File: src/rtl/uc_evq_pkg.sv
package uc_evq_pkg;
  // Field positions inside the three configuration words
  localparam int CFG_W        = 32;
  localparam int TAG_MARK_BIT = 0;
  localparam int TAG_REQ_BIT  = 2;
  localparam int TAG_SRC_BIT  = 3;
  localparam int TAG_SEL_LSB  = 7;
  localparam int SRC_ID_LSB   = 1;
  localparam int EVC_CH_LSB   = 27;
  localparam int EVC_QUAL_BIT = 29;

  // Per-filter match results
  typedef struct packed {
    logic req_ok;
    logic src_ok;
    logic chan_ok;
  } evq_cond_t;
endpackage

File: src/rtl/uc_evq_cfg_dec.sv
module uc_evq_cfg_dec
  import uc_evq_pkg::*;
#(
  parameter int REQ_W = 3,
  parameter int SRC_W = 14,
  parameter int CH_W  = 2
) (
  input  logic [CFG_W-1:0] tag_cfg_i,
  input  logic [CFG_W-1:0] src_cfg_i,
  input  logic [CFG_W-1:0] evt_cfg_i,
  output logic             qual_en_o,
  output logic             req_on_o,
  output logic [REQ_W-1:0] req_sel_o,
  output logic             src_on_o,
  output logic [SRC_W-1:0] src_id_o,
  output logic             chan_on_o,
  output logic [CH_W-1:0]  chan_sel_o
);
  logic unused_cfg_bits;

  always_comb begin
    qual_en_o  = evt_cfg_i[EVC_QUAL_BIT];
    req_on_o   = tag_cfg_i[TAG_MARK_BIT] & tag_cfg_i[TAG_REQ_BIT];
    req_sel_o  = tag_cfg_i[TAG_SEL_LSB +: REQ_W];
    // source matching is only legal while request tagging is live
    src_on_o   = req_on_o & tag_cfg_i[TAG_SRC_BIT];
    src_id_o   = src_cfg_i[SRC_ID_LSB +: SRC_W];
    chan_sel_o = evt_cfg_i[EVC_CH_LSB +: CH_W];
    chan_on_o  = |chan_sel_o;
  end

  assign unused_cfg_bits = ^{tag_cfg_i, src_cfg_i, evt_cfg_i};
endmodule

File: src/rtl/uc_evq_win.sv
module uc_evq_win #(
  parameter int          CODE_W = 8,
  parameter logic [7:0]  WIN_LO = 8'h47,
  parameter logic [7:0]  WIN_HI = 8'h59
) (
  input  logic [CODE_W-1:0] code_i,
  output logic              hit_o
);
  localparam logic [CODE_W-1:0] LO_C = CODE_W'(WIN_LO);
  localparam logic [CODE_W-1:0] HI_C = CODE_W'(WIN_HI);

  generate
    if (WIN_LO == 8'h00) begin : g_from_zero
      always_comb hit_o = (code_i <= HI_C);
    end else begin : g_bounded
      always_comb hit_o = (code_i >= LO_C) && (code_i <= HI_C);
    end
  endgenerate
endmodule

File: src/rtl/uc_evq_match.sv
module uc_evq_match
  import uc_evq_pkg::*;
#(
  parameter int REQ_W = 3,
  parameter int SRC_W = 14,
  parameter int CH_W  = 2
) (
  input  logic             qual_en_i,
  input  logic             req_on_i,
  input  logic [REQ_W-1:0] req_sel_i,
  input  logic             src_on_i,
  input  logic [SRC_W-1:0] src_id_i,
  input  logic             chan_on_i,
  input  logic [CH_W-1:0]  chan_sel_i,
  input  logic             win_hit_i,
  input  logic [REQ_W-1:0] txn_req_i,
  input  logic [SRC_W-1:0] txn_src_i,
  input  logic [CH_W-1:0]  txn_ring_i,
  input  logic             stb_i,
  output evq_cond_t        cond_o,
  output logic             pass_o
);
  always_comb begin
    cond_o.req_ok  = !req_on_i || (txn_req_i == req_sel_i);
    cond_o.src_ok  = !src_on_i || (txn_src_i == src_id_i);
    cond_o.chan_ok = !(chan_on_i && win_hit_i) || (txn_ring_i == chan_sel_i);
    if (!qual_en_i) begin
      pass_o = stb_i;
    end else begin
      pass_o = stb_i & cond_o.req_ok & cond_o.src_ok & cond_o.chan_ok;
    end
  end
endmodule

File: src/rtl/uc_evq_top.sv
module uc_evq_top
  import uc_evq_pkg::*;
#(
  parameter int          REQ_W  = 3,
  parameter int          SRC_W  = 14,
  parameter int          CH_W   = 2,
  parameter int          CODE_W = 8,
  parameter logic [7:0]  WIN_LO = 8'h47,
  parameter logic [7:0]  WIN_HI = 8'h59
) (
  input  logic              clk,
  input  logic              rst_n,
  input  logic [31:0]       tag_cfg_i,
  input  logic [31:0]       src_cfg_i,
  input  logic [31:0]       evt_cfg_i,
  input  logic [REQ_W-1:0]  txn_req_i,
  input  logic [SRC_W-1:0]  txn_src_i,
  input  logic [CH_W-1:0]   txn_ring_i,
  input  logic [CODE_W-1:0] evt_code_i,
  input  logic              evt_stb_i,
  output logic              qual_stb_o
);
  logic             qual_en, req_on, src_on, chan_on, win_hit, pass_d;
  logic [REQ_W-1:0] req_sel;
  logic [SRC_W-1:0] src_id;
  logic [CH_W-1:0]  chan_sel;
  evq_cond_t        cond;
  logic             qual_q, qual_d;
  logic             unused_cond;

  uc_evq_cfg_dec #(.REQ_W(REQ_W), .SRC_W(SRC_W), .CH_W(CH_W)) u_dec (
    .tag_cfg_i (tag_cfg_i),
    .src_cfg_i (src_cfg_i),
    .evt_cfg_i (evt_cfg_i),
    .qual_en_o (qual_en),
    .req_on_o  (req_on),
    .req_sel_o (req_sel),
    .src_on_o  (src_on),
    .src_id_o  (src_id),
    .chan_on_o (chan_on),
    .chan_sel_o(chan_sel)
  );

  uc_evq_win #(.CODE_W(CODE_W), .WIN_LO(WIN_LO), .WIN_HI(WIN_HI)) u_win (
    .code_i(evt_code_i),
    .hit_o (win_hit)
  );

  uc_evq_match #(.REQ_W(REQ_W), .SRC_W(SRC_W), .CH_W(CH_W)) u_match (
    .qual_en_i (qual_en),
    .req_on_i  (req_on),
    .req_sel_i (req_sel),
    .src_on_i  (src_on),
    .src_id_i  (src_id),
    .chan_on_i (chan_on),
    .chan_sel_i(chan_sel),
    .win_hit_i (win_hit),
    .txn_req_i (txn_req_i),
    .txn_src_i (txn_src_i),
    .txn_ring_i(txn_ring_i),
    .stb_i     (evt_stb_i),
    .cond_o    (cond),
    .pass_o    (pass_d)
  );

  assign unused_cond = ^cond;

  // next state
  always_comb qual_d = pass_d;

  // register, always enabled
  always_ff @(posedge clk or negedge rst_n) begin
    if (!rst_n) qual_q <= 1'b0;
    else        qual_q <= qual_d;
  end

  assign qual_stb_o = qual_q;

  // an output pulse always traces back to a strobe
  assert_no_spurious_R3: assert property (@(posedge clk) disable iff (!rst_n)
    qual_stb_o |-> $past(evt_stb_i));

  // qualification off passes the strobe unchanged
  assert_bypass_R2: assert property (@(posedge clk) disable iff (!rst_n)
    (!evt_cfg_i[EVC_QUAL_BIT]) |=> (qual_stb_o == $past(evt_stb_i)));

  // request-type mismatch blocks the strobe
  assert_req_block_R4: assert property (@(posedge clk) disable iff (!rst_n)
    (evt_cfg_i[EVC_QUAL_BIT] && tag_cfg_i[TAG_MARK_BIT] && tag_cfg_i[TAG_REQ_BIT]
     && txn_req_i != tag_cfg_i[TAG_SEL_LSB +: REQ_W]) |=> !qual_stb_o);

  // without request tagging and channel field, strobes pass
  assert_src_ignored_R7: assert property (@(posedge clk) disable iff (!rst_n)
    (evt_cfg_i[EVC_QUAL_BIT] && !(tag_cfg_i[TAG_MARK_BIT] && tag_cfg_i[TAG_REQ_BIT])
     && evt_cfg_i[EVC_CH_LSB +: CH_W] == '0 && evt_stb_i) |=> qual_stb_o);

  // ring mismatch inside the window blocks the strobe
  assert_chan_block_R8: assert property (@(posedge clk) disable iff (!rst_n)
    (evt_cfg_i[EVC_QUAL_BIT] && evt_cfg_i[EVC_CH_LSB +: CH_W] != '0
     && evt_code_i >= CODE_W'(WIN_LO) && evt_code_i <= CODE_W'(WIN_HI)
     && txn_ring_i != evt_cfg_i[EVC_CH_LSB +: CH_W]) |=> !qual_stb_o);
endmodule

File: config.mk
export PLATFORM = sky130hd
export DESIGN_NAME = uc_evq_top
export DESIGN_NICKNAME = d
export VERILOG_FILES = /design/src/rtl/uc_evq_pkg.sv /design/src/rtl/uc_evq_cfg_dec.sv /design/src/rtl/uc_evq_win.sv /design/src/rtl/uc_evq_match.sv /design/src/rtl/uc_evq_top.sv
export SDC_FILE = /design/constraint.sdc
export NUM_CORES = 1
export LEC_CHECK = 0
export CAP_MARGIN = 20
export CORE_AREA = 2 2 49 51
export CTS_BUF_LIST = sky130_fd_sc_hd__clkbuf_16
export DETAILED_ROUTE_END_ITERATION = 8
export DIE_AREA = 0 0 51 53
export DONT_BUFFER_PORTS = 1
export HOLD_SLACK_MARGIN = 0.12
export PLACE_DENSITY_LB_ADDON = 0.08
export SYNTH_ARGS = -nofsm -noshare
export SYNTH_HDL_FRONTEND = slang
export SYNTH_SLANG_ARGS = --single-unit
File: constraint.sdc
create_clock -name clk -period 1.05 [get_ports clk]
set_input_delay 0.105 -clock clk [delete_from_list [all_inputs] [get_ports clk]]
set_output_delay 0.105 -clock clk [all_outputs]
set_load 0.01 [all_outputs]
## After elaboration in Yosys (flattened, before gate mapping)

Index checks and enable logic that the tools add are counted.

| cells by class | value |
|---|---|
| magnitude comparators | 2 |
| equality and inequality tests | 3 |
| mux-type cells | 1 |
| bitwise operators | 5 |
| reductions and logical operators | 9 |

Operators by type and width:

| cell | number |
|---|---|
| 14-bit equality test | 1 |
| 8-bit by 7-bit >= comparator with 1-bit output (second input constant) | 1 |
| 8-bit by 7-bit <= comparator with 1-bit output (second input constant) | 1 |
| 1-bit AND | 5 |
| 3-bit equality test | 1 |
| 1-bit zero test | 3 |
| 1-bit logical OR | 3 |
| 2-bit equality test | 1 |
| 1-bit logical AND | 2 |
| 2-bit OR reduction | 1 |
| 1-bit 2-to-1 mux | 1 |

| storage, ports and cells | value |
|---|---|
| register bits | 1 |
| input port bits | 126 |
| output and inout bits | 1 |
| logic and storage cells | 21 |

## Logic depth before layout (Yosys ltp)

Gate-level depths: netlist of run 1.

| logic depth | value |
|---|---|
| depth in word-level cells | 7 |
| depth in mapped cells | 5 |
| mapped depth without buffers | 5 |

## Cells and area by module

Synthesis of run 1 repeated with hierarchy kept, for this count alone.

| second synthesis, totals | value |
|---|---|
| cell total of the unflattened synthesis | 59 |
| area, all modules | 490.5 um^2 |

By module, submodules not included:

| module | instances | cells an instance | area each (um^2) | seq. area each (um^2) |
|---|---|---|---|---|
| uc_evq_match | 1 | 31 | 266.5 | 0.0 |
| uc_evq_cfg_dec | 1 | 23 | 168.9 | 0.0 |
| uc_evq_win | 1 | 4 | 30.0 | 0.0 |
| uc_evq_top | 1 | 1 | 25.0 | 25.0 |

## Least setup slack after synthesis of run 1

OpenSTA, ideal clock, no wires.

| timing path | value |
|---|---|
| kind | in2reg |
| from | input src_cfg_i[6] |
| to | register qual_q, in the netlist qual_stb_o |
| library setup time | 0.086 ns |
| arrival time | 0.941 ns |
| data required time | 0.964 ns |
| setup slack | 0.023 ns |
| stages | 5 |
| buffers on the path | 0 |
| path through | xor2_1 > nor4_1 > nand3_1 > o31a_1 > o221ai_2 |

| between the ends | value |
|---|---|
| longest elaborated chain between the ends | 5 |

RTL lines:

| element | line | text |
|---|---|---|
| from (decl) | uc_evq_top.sv:14 | `input logic [31:0] src_cfg_i,` |
| 14-bit equality test | uc_evq_match.sv:25 | `cond_o.src_ok = !src_on_i \|\| (txn_src_i == src_id_i);` |
| 1-bit logical OR | uc_evq_match.sv:25 |  |
| 1-bit AND (2 in a row) | uc_evq_match.sv:30 | `pass_o = stb_i & cond_o.req_ok & cond_o.src_ok & cond_o.chan_ok;` |
| 1-bit 2-to-1 mux | uc_evq_match.sv:27 | `if (!qual_en_i) begin` |
| net pass_d | uc_evq_top.sv:23 | `logic qual_en, req_on, src_on, chan_on, win_hit, pass_d;` |
| to (signal assigned) | uc_evq_top.sv:74 | `else qual_q <= qual_d;` |
| to (decl) | uc_evq_top.sv:28 | `logic qual_q, qual_d;` |

The timed path passes the listed nets, and every way through them passes these cells.

## Worst setup path after layout of run 1

| timing path | value |
|---|---|
| from | input src_cfg_i[12] |
| to | register qual_q, in the netlist qual_stb_o |

Same word-level chain as after synthesis.

==> results of run 1 <==
cells in the mapped netlist:
library cell,n,area (µm²)
nand3_1,3,15.0
nor4_1,1,6.26
o211ai_1,1,7.51
nand4_1,2,12.5
a311o_1,1,10.0
xnor2_1,10,87.6
nand2_1,1,3.75
nor3b_1,1,7.51
dfrtp_1,1,25.0
o221ai_2,1,15.0
inv_1,1,3.75
o2111ai_1,1,8.76
xor2_1,7,61.3
o31a_1,1,8.76
nor3_1,1,5.00
a21boi_0,2,15.0
nand2b_1,2,12.5
worst max-delay path: cells and delay by family:
family          cells  cell delay, ns
compound gates      2            0.43
simple gates        2            0.35
xor+xnor            1            0.15
power breakdown:
| group | leakage (nW) | switching, mW | internal (mW) |
|---|---|---|---|
| clock | 0 | 0 | 0 |
| sequential | 0.0115 | 0.00432 | 0.0429 |
| combinational | 0.0863 | 0.0336 | 0.0595 |
| total | 0.0978 | 0.0379 | 0.102 |
layout by cell type, fill, tap and decap left out:
| master | netlist | routed |
|---|---|---|
| nor3_1 | 1 | 1 |
| xnor2_1 | 10 | 10 |
| xor2_1 | 7 | 7 |
| nand4_1 | 2 | 2 |
| inv_1 | 1 | 1 |
| o211ai_1 | 1 | 1 |
| a311o_1 | 1 | 1 |
| nand3_1 | 3 | 3 |
| nor4_2 | 0 | 1 |
| nand2b_1 | 2 | 2 |
| o31a_1 | 1 | 1 |
| a21boi_0 | 2 | 2 |
| o221ai_2 | 1 | 1 |
| o2111ai_1 | 1 | 1 |
| nor3b_1 | 1 | 1 |
| dfrtp_1 | 1 | 1 |
| dlygate4sd3_1 | 0 | 1 |
| nand2_1 | 1 | 1 |
stage by stage:
stage	setup WS (ns)	util (%)	area (µm²)	hold WS, ns	cells
6_report	-0.0684	16.6	357	0.236	66
5_1_grt	-0.190	16.6	357	0.250	66
4_1_cts	-0.0897	16.3	350	0.232	66
3_5_place_dp	-0.0897	15.8	340	-0.190	65
3_3_place_gp	-0.0924	15.8	340	-0.190	65
2_1_floorplan	0.0233	-	305	-0.191	37
layout make-up:
class | instances | area [µm²] | area share (%)
flip-flops and latches | 1 | 25.0 | 7.02
repair buffers | 1 | 10.0 | 2.81
well taps | 28 | 35.0 | 9.82
inverters | 1 | 3.75 | 1.05
multi-input cells | 35 | 283 | 79.3
layer usage:
metal	share of wire [%]	wire length (µm)
met1	32	307
met2	45	427
met4	0	0
met5	0	0
met3	23	214
path summary, 6_finish.rpt:
| kind | from | endpoint | slack (ns) |
|---|---|---|---|
| worst max-delay path | src_cfg_i[12] | qual_stb_o | -0.07 |
| worst min-delay path | evt_cfg_i[29] | qual_stb_o | 0.24 |
| min in group asynchronous | rst_n | qual_stb_o | 0.34 |
| max in group asynchronous | rst_n | qual_stb_o | 0.60 |
what timing repair did:
item                                    4_1_cts  5_1_grt
setup buffers                                 0        0
endpoints found under the setup margin        1        1
cloned                                        0        0
gates resized for setup                       0        1
endpoints found under the hold margin         1        0
hold buffers                                  1        0
pin swaps                                     0        2
cells by family (layout without fill, tap and decap cells):
group	count (synthesis)	count (layout)	share of synthesized area (%)
DFF	1	1	8.20
AOI/OAI and AO/OA	7	7	21.3
xor gates and xnor gates	17	17	48.8
buffers and inverters	1	2	1.23
and+or+nand+nor	11	11	20.5
==> metrics, run 1 <==
Total Power=between 0.1 and 0.15 mW; via count=~300; first-pass GRT wire length=1.30 mm; GR Util met3=3.67%; Hold Path Depth=1; Die W=between 50 and 60 µm; Final Max Tran Viols=0; largest net degree at the start of global routing=4; global route overflow=0; period utilisation layout=107%; Worst setup SP type=input pin; vias in the first global route=347; max FFs per register=1; slew margin rel.=84.9%; TNS Setup=-0.0684 ns; Setup CP Type=input pin to register; Peak Freq=0.894 GHz; final hold vios=0; CP Capture Type=register; YS warnings=0; status=complete, but fails checks; CP required=0.96 ns; M1 GR Usage=around 6.6%; Hold Crit Class=input pin to register; post-route ant nets=0; DRT iter0 DRCs=1; setup-violating endpoint count in the final report=1; Ports=127; Max IR drop VDD=0.000202 V; Port Buf Inserts=0; Reg clk slew, reported paths=0 ns; Tot GR Track Use=between 6 and 7%; total routed wirelength=roughly 950 µm; Residual DRC=0; Cell variety after synth=17; final worst path period need=roughly 1.1 ns; TritonRoute pass-1 iters=2; max incr delay on CP=around 0.29 ns; met2 usage=between 10% and 20%; RePlAce Congestion=between 0.5 and 0.6; Avg Inst Size Synth=between 8 and 9 µm²; cells after synthesis=37; synthesis-stage register bit count=1; Crit-path slowest cell=o31a_1; Mapped Nets=roughly 160; Worst-Margin Slew=0.226 ns; layout cells sized above 1=5.26%; Filler Cell Count=approximately 240; Core Area=between 0.002 and 0.0025 mm²; Area Growth Syn to Fin=16.8%; Antenna Cells=0; Worst Path Arrival=a little over 1 ns; DIE AREA=approximately 0.0027 mm²; max_cap viols=0; CP Max Fanout=1; Nets=around 170; cells along the critical path=xor2_1 -> nor4_2 -> nand3_1 -> o31a_1 -> o221ai_2; vias per inst=4.56; number of core rows=17; initial antenna violation count=0; failing checks=setup timing; Final WS setup=-0.0684 ns; sequential fraction of the synthesis area=roughly 8.2%; Mapped Area=roughly 310 µm²; WL per Instance=roughly 14 µm; Leakage=~0.098 nW; power per standard cell area=around 390 mW/mm²; RSZ-0062 raised after global routing=yes; Die Y=between 50 and 60 µm; grt peak-use layer=met2; initial core utilization=14.2%
Power figures use the tool's default switching activity.
==> run 2: changes to the inputs <==
- MAX_ROUTING_LAYER: unset -> met4
- SLEW_MARGIN: unset -> 0
==> metrics, run 2 (same netlist as run 1, synthesis figures left out) <==
max FFs per register=1; Worst setup SP type=input pin; slew margin rel.=84.9%; initial antenna violation count=0; Area Growth Syn to Fin=16.8%; DRT iter0 DRCs=1; Core Area=~0.0021 mm²; Tot GR Track Use=between 6 and 7%; Final Max Tran Viols=0; power per standard cell area=a little under 400 mW/mm²; DP Area=roughly 340 µm²; Final Cell Area=about 360 µm²; Max IR drop VDD=between 0.0002 and 0.00025 V; largest net degree at the start of global routing=4; period utilisation layout=107%; Worst-Margin Slew=roughly 0.23 ns; CP required=about 0.96 ns; Final Core Density=16.6%; Hold Crit Class=input pin to register; CP Capture Type=register; first-pass GRT wire length=1.30 mm; Placed Cells=65; Worst Path Arrival=slightly above 1 ns; layout cells sized above 1=~5.3%; CP Max Fanout=1; Port Buf Inserts=0; TritonRoute pass-1 iters=2; Die W=around 51 µm; failing checks=setup timing; vias in the first global route=347; initial core utilization=14.2%; total routed wirelength=950 µm; WL per Instance=about 14 µm; setup-violating endpoint count in the final report=1; Peak Freq=roughly 0.9 GHz; Hold Worst Slack=0.236 ns; Setup CP Type=input pin to register; RePlAce Congestion=roughly 0.56; Nets=between 150 and 200; global route overflow=0; commonest cells after routing, fill and taps aside=xnor2_1 (10), xor2_1 (7), nand3_1 (3); non-filler cells, final=66; vias per inst=~4.6; Leakage=between 0.09 and 0.1 nW; Residual DRC=0; Antenna Cells=0; final hold vios=0; Reg clk slew, reported paths=0 ns; post-route ant nets=0; final worst path period need=1.12 ns; status=complete, but fails checks; Final WS setup=-0.0685 ns; number of core rows=17; Die Y=approximately 53 µm; most common cell after layout, fill and taps aside=xnor2_1; DIE AREA=around 0.0027 mm²; via count=about 300; max_cap viols=0; RSZ-0062 raised after global routing=yes; Ports=around 130
==> run 2: cell counts in the layout (fill, tap and decap cells not counted) <==
No cell type changed its count.
==> run 2: routing by layer <==
layer  vias to the layer above  global-route usage [%]  share of wire [%]
li1                        138                       -                  -
met1                       121                    6.76                 33
met2                        42                    12.6                 45
met3                         0                    3.39                 22
met4                         0                       0                  0
met5                         -                       -                  0
==> run 2: cell type report <==
class                      count  area (µm²)
sequential                     1        25.0
fill                         236        1790
timing repair buffer           1        10.0
multi-input combinational     35         283
tap                           28        35.0
inverter                       1        3.75
==> run 2: report_power, final <==
group / switching, mW / total (mW) / internal, mW
Clock: 0 / 0 / 0
Sequential: 0.00432 / 0.0473 / 0.0429
Combinational: 0.0336 / 0.0931 / 0.0595
Total: 0.0379 / 0.140 / 0.102
==> run 2: worst paths after layout <==
path	startpoint	end	slack, ns	cells after the start
setup / recovery	src_cfg_i[12]	qual_stb_o	-0.07	5
min in group asynchronous	rst_n	qual_stb_o	0.34	1
hold / removal	evt_cfg_i[29]	qual_stb_o	0.24	1
max in group asynchronous	rst_n	qual_stb_o	0.60	1
==> run 2: stage by stage <==
step	setup TNS (ns)	worst slack, ns	power (mW)
after floorplan	0	0.0233	0.124
after global placement	-0.0924	-0.0924	0.130
after detailed placement	-0.0897	-0.0897	0.135
after CTS	-0.0897	-0.0897	0.139
after global routing	-0.190	-0.190	0.154
final	-0.0685	-0.0685	0.140
==> run 2: worst max-delay path, stage by stage <==
cell and delay [ns]:
xor2_1 0.15, nor4_2 0.25, nand3_1 0.10, o31a_1 0.29
o221ai_2 0.14
==> run 2: repair_timing <==
action	in CTS	in global routing
setup endpoints to repair	1	1
endpoints found under the hold margin	1	0
hold buffers	1	0
buffers inserted	0	0
resized for setup	0	1
pin swaps	0	2
==> run 3: changes to the inputs <==
- CELL_PAD_IN_SITES_DETAIL_PLACEMENT: unset -> 2
- CELL_PAD_IN_SITES_GLOBAL_PLACEMENT: unset -> 2
==> metrics, run 3 (same netlist as run 1, synthesis figures left out) <==
Max IR drop VDD=between 0.0001 and 0.00015 V; vias in the first global route=approximately 340; vias per inst=between 4 and 5; Crit-path slowest cell=nor4_1; Int Power=around 0.10 mW; Area Growth Syn to Fin=14.8%; Die Y=about 53 µm; Leakage=just under 0.1 nW; max_cap viols=0; DIE AREA=0.00270 mm²; max FFs per register=1; Final Cell Area=350 µm²; Antenna Cells=0; initial core utilization=between 10% and 20%; initial antenna violation count=0; DRT iter0 DRCs=0; RePlAce Congestion=roughly 0.66; final hold vios=0; Switching Share=between 20% and 30%; post-route ant nets=0; sequential power share=between 30% and 40%; period utilisation layout=108%; Final WS setup=-0.0834 ns; dpl hpwl=approximately 1.2 mm; CP top delay family=compound AO/OA/AOI/OAI gates; RSZ-0062 raised after global routing=yes; Reg clk slew, reported paths=0 ns; slew margin rel.=roughly 85%; setup-violating endpoint count in the final report=1; total routed wirelength=about 1.3 mm; non-filler cells, final=66; Worst Path Arrival=about 1.0 ns; largest net degree at the start of global routing=4; failing checks=setup timing; dpl ws=-0.118 ns; number of core rows=17; CP required=0.96 ns; Die W=roughly 50 µm; CP endpoint=qual_stb_o; CP Depth=5; CP Max Fanout=1; worst path bufs/invs=0; Peak Freq=roughly 0.88 GHz; Setup CP Type=input pin to register; max incr delay on CP=~0.27 ns; first-pass GRT wire length=about 1.7 mm; crit path launch=src_cfg_i[12]; Tot GR Track Use=a little under a tenth; Placed Cells=65; Nets=between 150 and 200; Final Max Tran Viols=0; Residual DRC=0; CP Capture Type=register; commonest cells after routing, fill and taps aside=xnor2_1 (10), xor2_1 (7), nand3_1 (3); global route overflow=0; post_cts resized=0; Hold Worst Slack=0.245 ns; most common cell after layout, fill and taps aside=xnor2_1; final worst path period need=1.13 ns; via count=308; WL per Instance=about 19 µm; Comb pwr share=between 60 and 70%; cells along the critical path=xor2_1 -> nor4_1 -> nand3_1 -> o31a_1 -> o221ai_2; Post-CTS Setup Repair Bufs=0; layout cells sized above 1=under 10%; Worst-Margin Slew=about 0.23 ns; status=complete, but fails checks; Clk network pwr share=0%; Hold Crit Class=input pin to register; Core Area=about 0.0021 mm²; Worst setup SP type=input pin; TritonRoute pass-1 iters=1; Port Buf Inserts=0; DP Area=approximately 340 µm²; power per standard cell area=390 mW/mm²; net switching power=0.0350 mW; Ports=roughly 130
[run 3: power groups by stage]
stage	Clock (mW)	Combinational, mW	Sequential, mW
final	0	0.0902	0.0463
after global routing	0	0.102	0.0467
after CTS	0	0.0922	0.0465
after detailed placement	0	0.0886	0.0465
after global placement	0	0.0832	0.0467
after floorplan	0	0.0777	0.0459
[run 3: metal layers]
| metal | share of wire, % | vias up | GRT usage [%] |
|---|---|---|---|
| met5 | 0 | - | - |
| met3 | 18 | 0 | 5.65 |
| met1 | 41 | 139 | 11.7 |
| li1 | - | 138 | - |
| met4 | 0 | 0 | 0 |
| met2 | 41 | 31 | 12.6 |
[run 3: how the worst min path moves through the flow]
stage	from	endpoint	slack, ns	cells after the start
after global routing	evt_cfg_i[29]	qual_stb_o	0.26	1
after detailed placement	rst_n	qual_stb_o	-0.19	0
after floorplan	rst_n	qual_stb_o	-0.19	0
after global placement	rst_n	qual_stb_o	-0.19	0
after CTS	evt_cfg_i[29]	qual_stb_o	0.25	1
final	evt_cfg_i[29]	qual_stb_o	0.25	1
[run 3: layout make-up]
type                            count  area (µm²)
Multi-Input combinational cell     35         277
Timing Repair Buffer                1        10.0
Sequential cell                     1        25.0
Fill cell                         258        1800
Inverter                            1        3.75
Tap cell                           28        35.0
[run 3: repair_timing]
| action | 4_1_cts | 5_1_grt |
|---|---|---|
| setup endpoints to repair | 1 | 1 |
| gates cloned | 0 | 0 |
| pin swaps | 1 | 1 |
| hold buffers | 1 | 0 |
| hold endpoints to repair | 1 | 0 |
[run 3: through the flow]
step,setup TNS (ns),util [%],power (mW)
2_1_floorplan,0,-,0.124
3_3_place_gp,-0.0938,15.8,0.130
3_5_place_dp,-0.118,15.8,0.135
4_1_cts,-0.122,16.3,0.139
5_1_grt,-0.180,16.3,0.149
6_report,-0.0834,16.3,0.137
